$ cat config.mk
export PLATFORM = sky130hd
export DESIGN_NAME = i2c_write_target
export DESIGN_NICKNAME = d
export VERILOG_FILES = /design/src/rtl/i2cw_pkg.sv /design/src/rtl/i2cw_datapath.sv /design/src/rtl/i2cw_control.sv /design/src/rtl/i2c_write_target.sv
export SDC_FILE = /design/constraint.sdc
export NUM_CORES = 1
export LEC_CHECK = 0
export ABC_AREA = 1
export BUFFER_PORTS_ARGS = -buffer_cell sky130_fd_sc_hd__buf_2
export CORE_MARGIN = 5
export CORE_UTILIZATION = 57
export CTS_CLUSTER_DIAMETER = 100
export DETAILED_ROUTE_END_ITERATION = 10
export GPL_ROUTABILITY_DRIVEN = 1
export MAX_ROUTING_LAYER = met4
export PLACE_DENSITY_LB_ADDON = 0.12
export SLEW_MARGIN = 20
export SYNTH_ARGS = -nofsm -noshare
export SYNTH_HDL_FRONTEND = slang
export SYNTH_SLANG_ARGS = --single-unit
$ cat constraint.sdc
create_clock -name clk -period 1.9 [get_ports clk]
set_clock_uncertainty 0.1 [all_clocks]
set_input_delay 0.285 -clock clk [delete_from_list [all_inputs] [get_ports clk]]
set_output_delay 0.285 -clock clk [all_outputs]
set_load 0.05 [all_outputs]
$ cat src/rtl/i2cw_pkg.sv
package i2cw_pkg;

  // bus conditions seen on the synchronised lines
  typedef struct packed {
    logic sclRise;
    logic sclFall;
    logic startDet;
    logic stopDet;
  } busEvt_t;

  // strobes from the control to the datapath
  typedef struct packed {
    logic clrBits;
    logic shiftBit;
    logic captureByte;
    logic emitWord;
  } dpCtl_t;

  typedef enum logic [2:0] {
    ST_IDLE,
    ST_ADDR,
    ST_DATA,
    ST_ACK,
    ST_IGNORE
  } rxState_t;

  // level code 3 is folded onto supply
  function automatic logic [1:0] strapLevel(input logic [1:0] code);
    return (code == 2'd3) ? 2'd2 : code;
  endfunction

  function automatic logic [6:0] strapAddr(input logic [1:0] s2,
                                           input logic [1:0] s1,
                                           input logic [1:0] s0);
    logic [4:0] idx;
    logic [2:0] hi;
    idx = 5'd9 * {3'b000, strapLevel(s2)}
        + 5'd3 * {3'b000, strapLevel(s1)}
        + {3'b000, strapLevel(s0)};
    hi  = idx[4:2] + 3'd1;
    return {hi, 2'b00, idx[1:0]};
  endfunction

endpackage

$ cat src/rtl/i2cw_datapath.sv
module i2cw_datapath
  import i2cw_pkg::*;
#(
  parameter int         SYNC_STAGES = 2,
  parameter int         DATA_BYTES  = 3,
  parameter int         FULL_STRAP  = 1,
  parameter logic [6:0] BCAST_ADDR  = 7'h73
) (
  input  logic                    clk,
  input  logic                    rstN,
  input  logic                    sclIn,
  input  logic                    sdaIn,
  input  logic [1:0]              addrStrap0,
  input  logic [1:0]              addrStrap1,
  input  logic [1:0]              addrStrap2,
  input  dpCtl_t                  ctl,
  output busEvt_t                 evt,
  output logic                    sclLevel,
  output logic                    bitsFull,
  output logic                    addrHit,
  output logic                    wordValid,
  output logic [8*DATA_BYTES-1:0] wordData
);

  localparam int WORD_W = 8 * DATA_BYTES;
  localparam int BIT_W  = 4;

  logic [SYNC_STAGES-1:0] sclPipe, sdaPipe;
  logic sclPrev, sdaPrev;
  logic sclNow, sdaNow;

  always_ff @(posedge clk or negedge rstN) begin
    if (!rstN) begin
      sclPipe <= '1;
      sdaPipe <= '1;
      sclPrev <= 1'b1;
      sdaPrev <= 1'b1;
    end else begin
      sclPipe <= {sclPipe[SYNC_STAGES-2:0], sclIn};
      sdaPipe <= {sdaPipe[SYNC_STAGES-2:0], sdaIn};
      sclPrev <= sclPipe[SYNC_STAGES-1];
      sdaPrev <= sdaPipe[SYNC_STAGES-1];
    end
  end

  assign sclNow   = sclPipe[SYNC_STAGES-1];
  assign sdaNow   = sdaPipe[SYNC_STAGES-1];
  assign sclLevel = sclNow;

  always_comb begin
    evt.sclRise  = sclNow & ~sclPrev;
    evt.sclFall  = ~sclNow & sclPrev;
    evt.startDet = sclNow & sclPrev & sdaPrev & ~sdaNow;
    evt.stopDet  = sclNow & sclPrev & ~sdaPrev & sdaNow;
  end

  // bit shifter
  logic [7:0]       rxByte;
  logic [BIT_W-1:0] bitCnt;

  always_ff @(posedge clk or negedge rstN) begin
    if (!rstN) begin
      rxByte <= '0;
      bitCnt <= '0;
    end else if (ctl.clrBits) begin
      bitCnt <= '0;
    end else if (ctl.shiftBit) begin
      rxByte <= {rxByte[6:0], sdaNow};
      bitCnt <= bitCnt + BIT_W'(1);
    end
  end

  assign bitsFull = (bitCnt == BIT_W'(8));

  // address compare, strap variant picked by parameter
  logic [6:0] localAddr;

  generate
    if (FULL_STRAP != 0) begin : g_fullStrap
      assign localAddr = strapAddr(addrStrap2, addrStrap1, addrStrap0);
    end else begin : g_liteStrap
      logic spareStraps;
      assign spareStraps = ^{addrStrap1, addrStrap2};
      assign localAddr   = strapAddr(2'b00, 2'b00, addrStrap0);
    end
  endgenerate

  assign addrHit = ~rxByte[0] &
                   ((rxByte[7:1] == localAddr) | (rxByte[7:1] == BCAST_ADDR));

  // word assembly
  logic [WORD_W-1:0] wordReg;

  always_ff @(posedge clk or negedge rstN) begin
    if (!rstN) begin
      wordReg   <= '0;
      wordValid <= 1'b0;
    end else begin
      if (ctl.captureByte) wordReg <= {wordReg[WORD_W-9:0], rxByte};
      wordValid <= ctl.emitWord;
    end
  end

  assign wordData = wordReg;

endmodule

$ cat src/rtl/i2cw_control.sv
module i2cw_control
  import i2cw_pkg::*;
#(
  parameter int DATA_BYTES = 3
) (
  input  logic    clk,
  input  logic    rstN,
  input  busEvt_t evt,
  input  logic    bitsFull,
  input  logic    addrHit,
  output dpCtl_t  ctl,
  output logic    sdaOe
);

  localparam int CNT_W = $clog2(DATA_BYTES + 1);

  rxState_t         state;
  logic [CNT_W-1:0] byteCnt;
  logic             sawRise;
  logic             ackForAddr;

  logic receiving, byteDone, dataRoom, ackExit;

  assign receiving = (state == ST_ADDR) || (state == ST_DATA);
  assign byteDone  = receiving && evt.sclFall && bitsFull;
  assign dataRoom  = byteCnt < CNT_W'(DATA_BYTES);
  assign ackExit   = (state == ST_ACK) && evt.sclFall && sawRise;

  always_comb begin
    ctl             = '0;
    ctl.shiftBit    = receiving && evt.sclRise && !bitsFull;
    ctl.captureByte = byteDone && (state == ST_DATA) && dataRoom;
    ctl.clrBits     = evt.startDet || ackExit;
    ctl.emitWord    = ackExit && !ackForAddr && (byteCnt == CNT_W'(DATA_BYTES));
  end

  always_ff @(posedge clk or negedge rstN) begin
    if (!rstN) begin
      state      <= ST_IDLE;
      byteCnt    <= '0;
      sawRise    <= 1'b0;
      ackForAddr <= 1'b0;
      sdaOe      <= 1'b0;
    end else if (evt.startDet) begin
      state   <= ST_ADDR;
      byteCnt <= '0;
      sawRise <= 1'b0;
      sdaOe   <= 1'b0;
    end else if (evt.stopDet) begin
      state   <= ST_IDLE;
      sawRise <= 1'b0;
      sdaOe   <= 1'b0;
    end else begin
      case (state)
        ST_ADDR: begin
          if (byteDone) begin
            if (addrHit) begin
              state      <= ST_ACK;
              ackForAddr <= 1'b1;
              sdaOe      <= 1'b1;
            end else begin
              state <= ST_IGNORE;
            end
          end
        end
        ST_DATA: begin
          if (byteDone) begin
            if (dataRoom) begin
              state      <= ST_ACK;
              ackForAddr <= 1'b0;
              sdaOe      <= 1'b1;
              byteCnt    <= byteCnt + CNT_W'(1);
            end else begin
              state <= ST_IGNORE;
            end
          end
        end
        ST_ACK: begin
          if (evt.sclRise) sawRise <= 1'b1;
          if (ackExit) begin
            state   <= ST_DATA;
            sawRise <= 1'b0;
            sdaOe   <= 1'b0;
          end
        end
        default: ;
      endcase
    end
  end

endmodule

$ cat src/rtl/i2c_write_target.sv
module i2c_write_target
  import i2cw_pkg::*;
#(
  parameter int         SYNC_STAGES = 2,
  parameter int         DATA_BYTES  = 3,
  parameter int         FULL_STRAP  = 1,
  parameter logic [6:0] BCAST_ADDR  = 7'h73
) (
  input  logic                    clk,
  input  logic                    rstN,
  input  logic                    sclIn,
  input  logic                    sdaIn,
  input  logic [1:0]              addrStrap0,
  input  logic [1:0]              addrStrap1,
  input  logic [1:0]              addrStrap2,
  output logic                    sdaOe,
  output logic                    wordValid,
  output logic [8*DATA_BYTES-1:0] wordData
);

  busEvt_t evt;
  dpCtl_t  ctl;
  logic    sclLevel, bitsFull, addrHit;
  logic    startSeen, stopSeen;

  assign startSeen = evt.startDet;
  assign stopSeen  = evt.stopDet;

  i2cw_datapath #(
    .SYNC_STAGES(SYNC_STAGES),
    .DATA_BYTES (DATA_BYTES),
    .FULL_STRAP (FULL_STRAP),
    .BCAST_ADDR (BCAST_ADDR)
  ) u_dp (
    .clk       (clk),
    .rstN      (rstN),
    .sclIn     (sclIn),
    .sdaIn     (sdaIn),
    .addrStrap0(addrStrap0),
    .addrStrap1(addrStrap1),
    .addrStrap2(addrStrap2),
    .ctl       (ctl),
    .evt       (evt),
    .sclLevel  (sclLevel),
    .bitsFull  (bitsFull),
    .addrHit   (addrHit),
    .wordValid (wordValid),
    .wordData  (wordData)
  );

  i2cw_control #(
    .DATA_BYTES(DATA_BYTES)
  ) u_ctl (
    .clk     (clk),
    .rstN    (rstN),
    .evt     (evt),
    .bitsFull(bitsFull),
    .addrHit (addrHit),
    .ctl     (ctl),
    .sdaOe   (sdaOe)
  );

endmodule

### Yosys cells after proc, flatten, opt, wreduce, memory -nomap -nowiden

Index checks and enable logic that the tools add are counted.
Widths: inputs -> output; s select.

* register bits after elaboration: 51
* logic and storage cells: 120

* add/sub/neg operators: 5
* $mul: 2
* magnitude comparators: 1
* equal/unequal tests: 20
* mux-type cells: 34
* bitwise logic cells: 17
* reductions and logical operators: 28

Operators by type and width (count)
* $mux 3: 7
* $mux 2: 8
* $ne 4x3->1 const B: 4
* $mux 1: 14
* $logic_and 1x1->1: 10
* $reduce_bool 2->1: 5
* $pmux 3 s3: 1
* $and 1x1->1: 8
* $eq 2x2->1 const B: 4
* $mux 4: 2
* $not 1->1: 8
* $reduce_and 4->1: 2
* $eq 7x7->1: 1
* $eq 7x7->1 const B: 1
* $reduce_and 7->1: 1
* $eq 3x2->1 const B: 2
* $ne 2x1->1 const B: 3
* $reduce_and 6->1: 1
* $add 5x2->5: 1
* $add 5x4->5: 1
* $mul 4x2->5 const A: 1
* $reduce_bool 5->1: 1
* $add 4x1->4 const B: 1
* $eq 4x4->1 const B: 1
* 15 further kinds: 19

### Logic depth before layout (Yosys ltp)

* depth after elaboration: 14
* depth in mapped cells: 26
* gate-level depth less buffers: 26

### Modules after synthesis

A second synthesis with hierarchy kept.

* cell total of the unflattened synthesis: 322
* area total of the unflattened synthesis: 2598.7 um^2

Modules (own cells, without submodules)
* i2cw_datapath: instances 1, cells an instance 232, area an instance 2009.4 um^2, seq. area each 1083.5 um^2
* i2cw_control: instances 1, cells an instance 90, area an instance 589.3 um^2, seq. area each 200.2 um^2

### Least setup slack after synthesis

OpenSTA, ideal clock, no wires.

* kind: input to register
* from: input addrStrap2[1]
* to: register u_ctl.sdaOe
* arrival time: 2.752 ns
* required time: 1.681 ns
* path slack: -1.071 ns
* cell stages on the path: 23
* buffers on the path: 0
* cells stage by stage: inv_1 -> nand2_1 -> fa_1 -> inv_1 -> fa_1 -> inv_1 -> fa_1 -> inv_1 -> nand2_1 -> nand2_1 -> ha_1 -> nand2_1 -> nand2_1 -> nor2_1 -> nand2_1 -> nor2_1 -> nand2_1 -> nand2_1 -> nand2_1 -> nand3_1 -> nand3_1 -> nand2_1 -> nand2_1

* word-level cells in the longest chain between the ends: 11

Ends and longest elaborated chain
* from (decl): line i2c_write_target.sv:15 `input logic [1:0] addrStrap2,`
* $eq 2x2->1: line i2cw_pkg.sv:29 `return (code == 2'd3) ? 2'd2 : code;`
* $mux 2 *: line i2cw_pkg.sv:29
* $mul 4x2->5 *: line i2cw_pkg.sv:37 `idx = 5'd9 * {3'b000, strapLevel(s2)}`
* $add 5x4->5 *: line i2cw_pkg.sv:38 `+ 5'd3 * {3'b000, strapLevel(s1)}`
* $add 5x2->5 *: line i2cw_pkg.sv:39 `+ {3'b000, strapLevel(s0)};`
* $add 3x1->3: line i2cw_pkg.sv:40 `hi = idx[4:2] + 3'd1;`
* $eq 7x7->1 *: line i2cw_datapath.sv:89 `((rxByte[7:1] == localAddr) | (rxByte[7:1] == BCAST_ADDR));`
* $or 1x1->1 *: line i2cw_datapath.sv:89
* $and 1x1->1 *: line i2cw_datapath.sv:88 `assign addrHit = ~rxByte[0] &`
* $ne 4x4->1 (no source line) *
* $reduce_and 6->1 (no source line) *
* to (signal assigned): line i2cw_control.sv:43 `sdaOe <= 1'b0;`
* to (signal assigned): line i2cw_control.sv:48 `sdaOe <= 1'b0;`
* to (signal assigned): line i2cw_control.sv:52 `sdaOe <= 1'b0;`
* to (decl): line i2cw_control.sv:12 `output logic sdaOe`

Mark *: on every way between the ends. The rest lies on a longest branch, timed or not.
A chain may end at the register's enable or synchronous reset.

### Final worst setup path

* from: input addrStrap2[1]
* to: register u_ctl.state[0]

* word-level cells in the longest chain between the ends: 14

Ends and longest elaborated chain
* $eq 2x2->1: line i2cw_pkg.sv:29
* $mux 2 *: line i2cw_pkg.sv:29
* $mul 4x2->5 *: line i2cw_pkg.sv:37
* $add 5x4->5 *: line i2cw_pkg.sv:38
* $add 5x2->5 *: line i2cw_pkg.sv:39
* $add 3x1->3: line i2cw_pkg.sv:40
* $eq 7x7->1 *: line i2cw_datapath.sv:89
* $or 1x1->1 *: line i2cw_datapath.sv:89
* $and 1x1->1 *: line i2cw_datapath.sv:88
* $mux 3 *: line i2cw_control.sv:57 `if (addrHit) begin`
* $mux 3 *: line i2cw_control.sv:56 `if (byteDone) begin`
* $pmux 3 s3 *: line i2cw_control.sv:54 `case (state)`
* $mux 3 *: line i2cw_control.sv:49 `end else if (evt.stopDet) begin`
* $mux 3 *: line i2cw_control.sv:44 `end else if (evt.startDet) begin`
* to (signal assigned): line i2cw_control.sv:45 `state <= ST_ADDR;`
* to (signal assigned): line i2cw_control.sv:50 `state <= ST_IDLE;`
* to (signal assigned): line i2cw_control.sv:58 `state <= ST_ACK;`
* to (decl): line i2cw_control.sv:17 `rxState_t state;`

Mark *: on every way between the ends. The rest lies on a longest branch, timed or not. The select of a mux whose other input is x is not followed.

==> flow_metrics.py <==
metrics = {
    "route": {
        "first_pass_iters": 4,
        "route.detailed.drc": 0,
        "via_per_inst": 5.240,
        "vias": 2007,
        "final_antenna_net_count": 0,
        "drtIter0Drc": 98,
        "wl_um": 5177,
        "wire_per_inst_um": 13.52,
    },
    "timing": {
        "fin_crit_ps": 2919,
        "rsz0062_at_grt": "yes",
        "period_share_pct": 153.6,
        "tightest_slew_ps": 266.7,
        "setup_viol": 5,
        "max_slew_margin_pct": 82.22,
        "hold_viol_final": 0,
        "layout_setup_ws_ps": -1019,
        "max_freq_mhz": 342.5,
        "drv_slew": 0,
        "hold_slack_ps": 259.8,
    },
    "power": {
        "internal-power_w": 0.002030,
        "seq_power_share_pct": 41.4,
        "switchingPower_w": 0.001119,
        "power_w": 0.003149,
        "powerDensity_nw_per_um2": 957.6,
        "ir_drop_mv": 0.4670,
        "switching_share_pct": 35.54,
        "p_clk_share_pct": 23.7,
        "p_comb_share_pct": 34.8,
        "p_leak_nw": 1.789,
    },
    "setup_path": {
        "crit_arrival_ps": 3050,
        "crit_top_cell": "buf_4",
        "critPathMaxStageDelay_ps": 440,
        "path_buf_inv": 9,
        "cp.required_ps": 2030,
        "startpoint_type": "input port",
        "rrSetupSlack_ps": 70,
        "critPathSlowestCell": "fa_1",
        "crit_chain": "buf_8, inv_12, nand2_4, fa_1, inv_2, fa_2, inv_2, fa_2, inv_2, nand2_2, buf_4, buf_4, buf_4, buf_4, nand3_1, nand2_1, nor2_2, nand2_2, nand2_4, nand3_4, nand2_2, nand2_1, a21boi_1",
        "endpoint_kind": "register",
        "cp_max_fo": 3,
        "critPathKind": "input port to register",
        "crit_family": "adder cells",
    },
    "logic_synthesis": {
        "synth-adder-area-share_pct": 6.058,
        "ys_types": 37,
        "synth_compound_gate_area_share_pct": 6.673,
        "synth_async_sr_flop_share_pct": 100.0,
        "yosys_warnings": 0,
        "synth_top_area_share_pct": 42.59,
        "synth.most_common_cell": "nand2_1",
        "synth_edf_count": 0,
        "yosys.area.top_type": "dfrtp_1",
        "synth_xor_xnor_area_share_pct": 0.6626,
        "synth_top_family_by_area": "simple AND/OR/NAND/NOR gates",
        "synth_area_sq_um": 2644,
        "ys_seq_area_share_pct": 48.56,
        "ys_seq_elements": 51,
        "synthesis.nets": 299,
        "avgSynthCellArea_sq_um": 9.510,
        "syn_inst": 278,
        "synth_simple_gate_area_share_pct": 19.59,
        "synth_mux_area_share_pct": 9.181,
        "ys_top_cells_by_count": "nand2_1 (62), dfrtp_1 (45), inv_1 (45)",
        "yosys_most_used_dff": "dfrtp_1",
        "synthTopCellsByArea": "dfrtp_1 (43%), nand2_1 (8.8%), mux2_4 (8.0%)",
    },
    "worst_hold_path": {
        "holdCritPathClass": "register to register",
    },
    "layout": {
        "syn2layout_area_growth_pct": 24.37,
        "fin_nets": 351,
        "fill_cells": 307,
        "diodes": 0,
        "drive_gt1_share_pct": 42.30,
        "utilization_pct": 74.49,
    },
    "cts": {
        "clkSinkCount": 51,
        "cts_buffers": 5,
        "clk_latency_ps": 300,
        "clk_path_buf_depth": 2,
        "cts-root-buf": "clkbuf_8",
        "path_clk_slew_ps": 90,
        "cts_tree": "done",
        "htree_num_levels": 2,
    },
    "grt": {
        "gr-usage-met1_pct": 22.35,
        "grt_pass1_vias": 2033,
        "met3_usage_pct": 4.691,
        "grtUsageTotal_pct": 18.28,
        "grtUsageMet2_pct": 29.47,
        "grt-ovfl-total": 0,
        "antenna_found_initial": 0,
        "grt_pass1_wl_um": 8970,
        "busiest_layer": "met2",
        "grt_max_degree": 52,
    },
    "status": {
        "run_status": "complete, but fails checks",
        "violations": "negative setup slack",
    },
    "run": {
        "cap_viol_max_count": 0,
    },
    "floorplan": {
        "dieArea_sq_um": 6100,
        "pin_count": 36,
        "fp.dieW_um": 78.11,
        "num_rows": 24,
        "die_h_um": 78.11,
        "start_util_pct": 59.89,
        "core_area_sq_um": 4414,
    },
    "placement": {
        "place_hpwl_um": 3635,
        "gp_congestion": 0.8707,
        "portBuffers": 35,
    },
}
-- layer usage --
metal / wire [um] / vias up
met5: 0 / -
met4: 75 / 0
met3: 281 / 8
met2: 2553 / 49
met1: 2267 / 968
li1: - / 982
-- power by group through the flow --
| stage | Combinational, W | Sequential [W] | Clock [W] |
|---|---|---|---|
| after detailed placement | 0.000945 | 0.00132 | 0 |
| after global placement | 0.000919 | 0.00132 | 0 |
| after global routing | 0.00123 | 0.00133 | 0.000819 |
| final | 0.00110 | 0.00130 | 0.000747 |
| after CTS | 0.00104 | 0.00130 | 0.000768 |
| after floorplan | 0.000672 | 0.00135 | 0 |
-- what timing repair did --
item | CTS | global route
pin swaps | 20 | 9
buffers inserted | 3 | 1
endpoints found under the setup margin | 5 | 5
cloned | 0 | 0
endpoints found under the hold margin | 47 | 0
resized for setup | 25 | 14
hold buffers | 3 | 0
-- final timing paths --
| kind | from | to | cells after the start |
|---|---|---|---|
| max | addrStrap2[1] | u_ctl.state[0]$_DFFE_PN0P_ | 23 |
| min | u_dp.sclPipe[0]$_DFF_PN1_ | u_dp.sclPipe[1]$_DFF_PN1_ | 0 |
| max reg2reg | u_dp.bitCnt[1]$_DFFE_PN0P_ | u_ctl.state[2]$_DFFE_PN0P_ | 10 |
| min reg2reg | u_dp.sclPipe[0]$_DFF_PN1_ | u_dp.sclPipe[1]$_DFF_PN1_ | 0 |
| max in group asynchronous | rstN | u_dp.sclPrev$_DFF_PN1_ | 3 |
| min in group asynchronous | rstN | u_dp.wordData[22]$_DFFE_PN0P_ | 3 |
-- cell families (layout without fill, tap and decap cells) --
| logic type | Yosys count | after routing |
|---|---|---|
| buffers and inverters | 59 | 112 |
| adder cells (fa/ha/maj) | 11 | 11 |
| XOR/XNOR | 2 | 2 |
| multiplexers | 17 | 17 |
| flip-flops | 51 | 51 |
| AND/OR/NAND/NOR | 108 | 108 |
| AO/OA/AOI/OAI | 30 | 30 |
-- state kept, by name, summed over array words and instances, names as in the netlist --
register	count
u_dp.wordData	24
u_dp.rxByte	8
u_dp.bitCnt	4
u_ctl.state	3
u_ctl.byteCnt	2
u_dp.sclPipe	2
u_dp.sdaPipe	2
u_ctl.ackForAddr	1
u_ctl.sawRise	1
u_ctl.sdaOe	1
u_dp.sclPrev	1
u_dp.sdaPrev	1
u_dp.wordValid	1
-- layout by cell type (no fill, tap or decap), types with 2 or more instances in the layout --
cell type and n:
a21oi_1 2, buf_12 2, buf_2 33, buf_4 14, clkbuf_8 5, dfrtp_1 45, dfstp_2 6, dlygate4sd3_1 3
fa_2 2, ha_1 4, ha_4 4, inv_1 36, inv_2 13, mux2_2 2, mux2_4 14, nand2_1 49
nand2_2 15, nand2_4 4, nand3_1 8, nand3_2 7, nand4_1 4, nor2_1 10, nor2_2 5, nor3_1 2
o21ai_0 17
-- final cells by class --
| cell class | instances | area (sq um) | share of cell area, % |
|---|---|---|---|
| Sequential cell | 51 | 1284 | 39.04 |
| Tap cell | 52 | 65.06 | 1.979 |
| Clock inverter | 3 | 43.79 | 1.332 |
| Timing Repair Buffer | 54 | 366.6 | 11.15 |
| Multi-Input combinational cell | 168 | 1260 | 38.32 |
| Inverter | 50 | 200.2 | 6.088 |
| Clock buffer | 5 | 68.82 | 2.093 |
-- through the flow --
step / std cells / setup TNS (ps) / setup WS, ps / cell area, sq um
3_3_place_gp: 368 / -6340 / -1302 / 2967
3_5_place_dp: 368 / -6579 / -1362 / 2967
6_report: 383 / -4866 / -1019 / 3288
2_1_floorplan: 278 / -4699 / -998.2 / 2669
4_1_cts: 382 / -4649 / -970.2 / 3217
5_1_grt: 383 / -5450 / -1149 / 3288
Power figures use the tool's default switching activity.
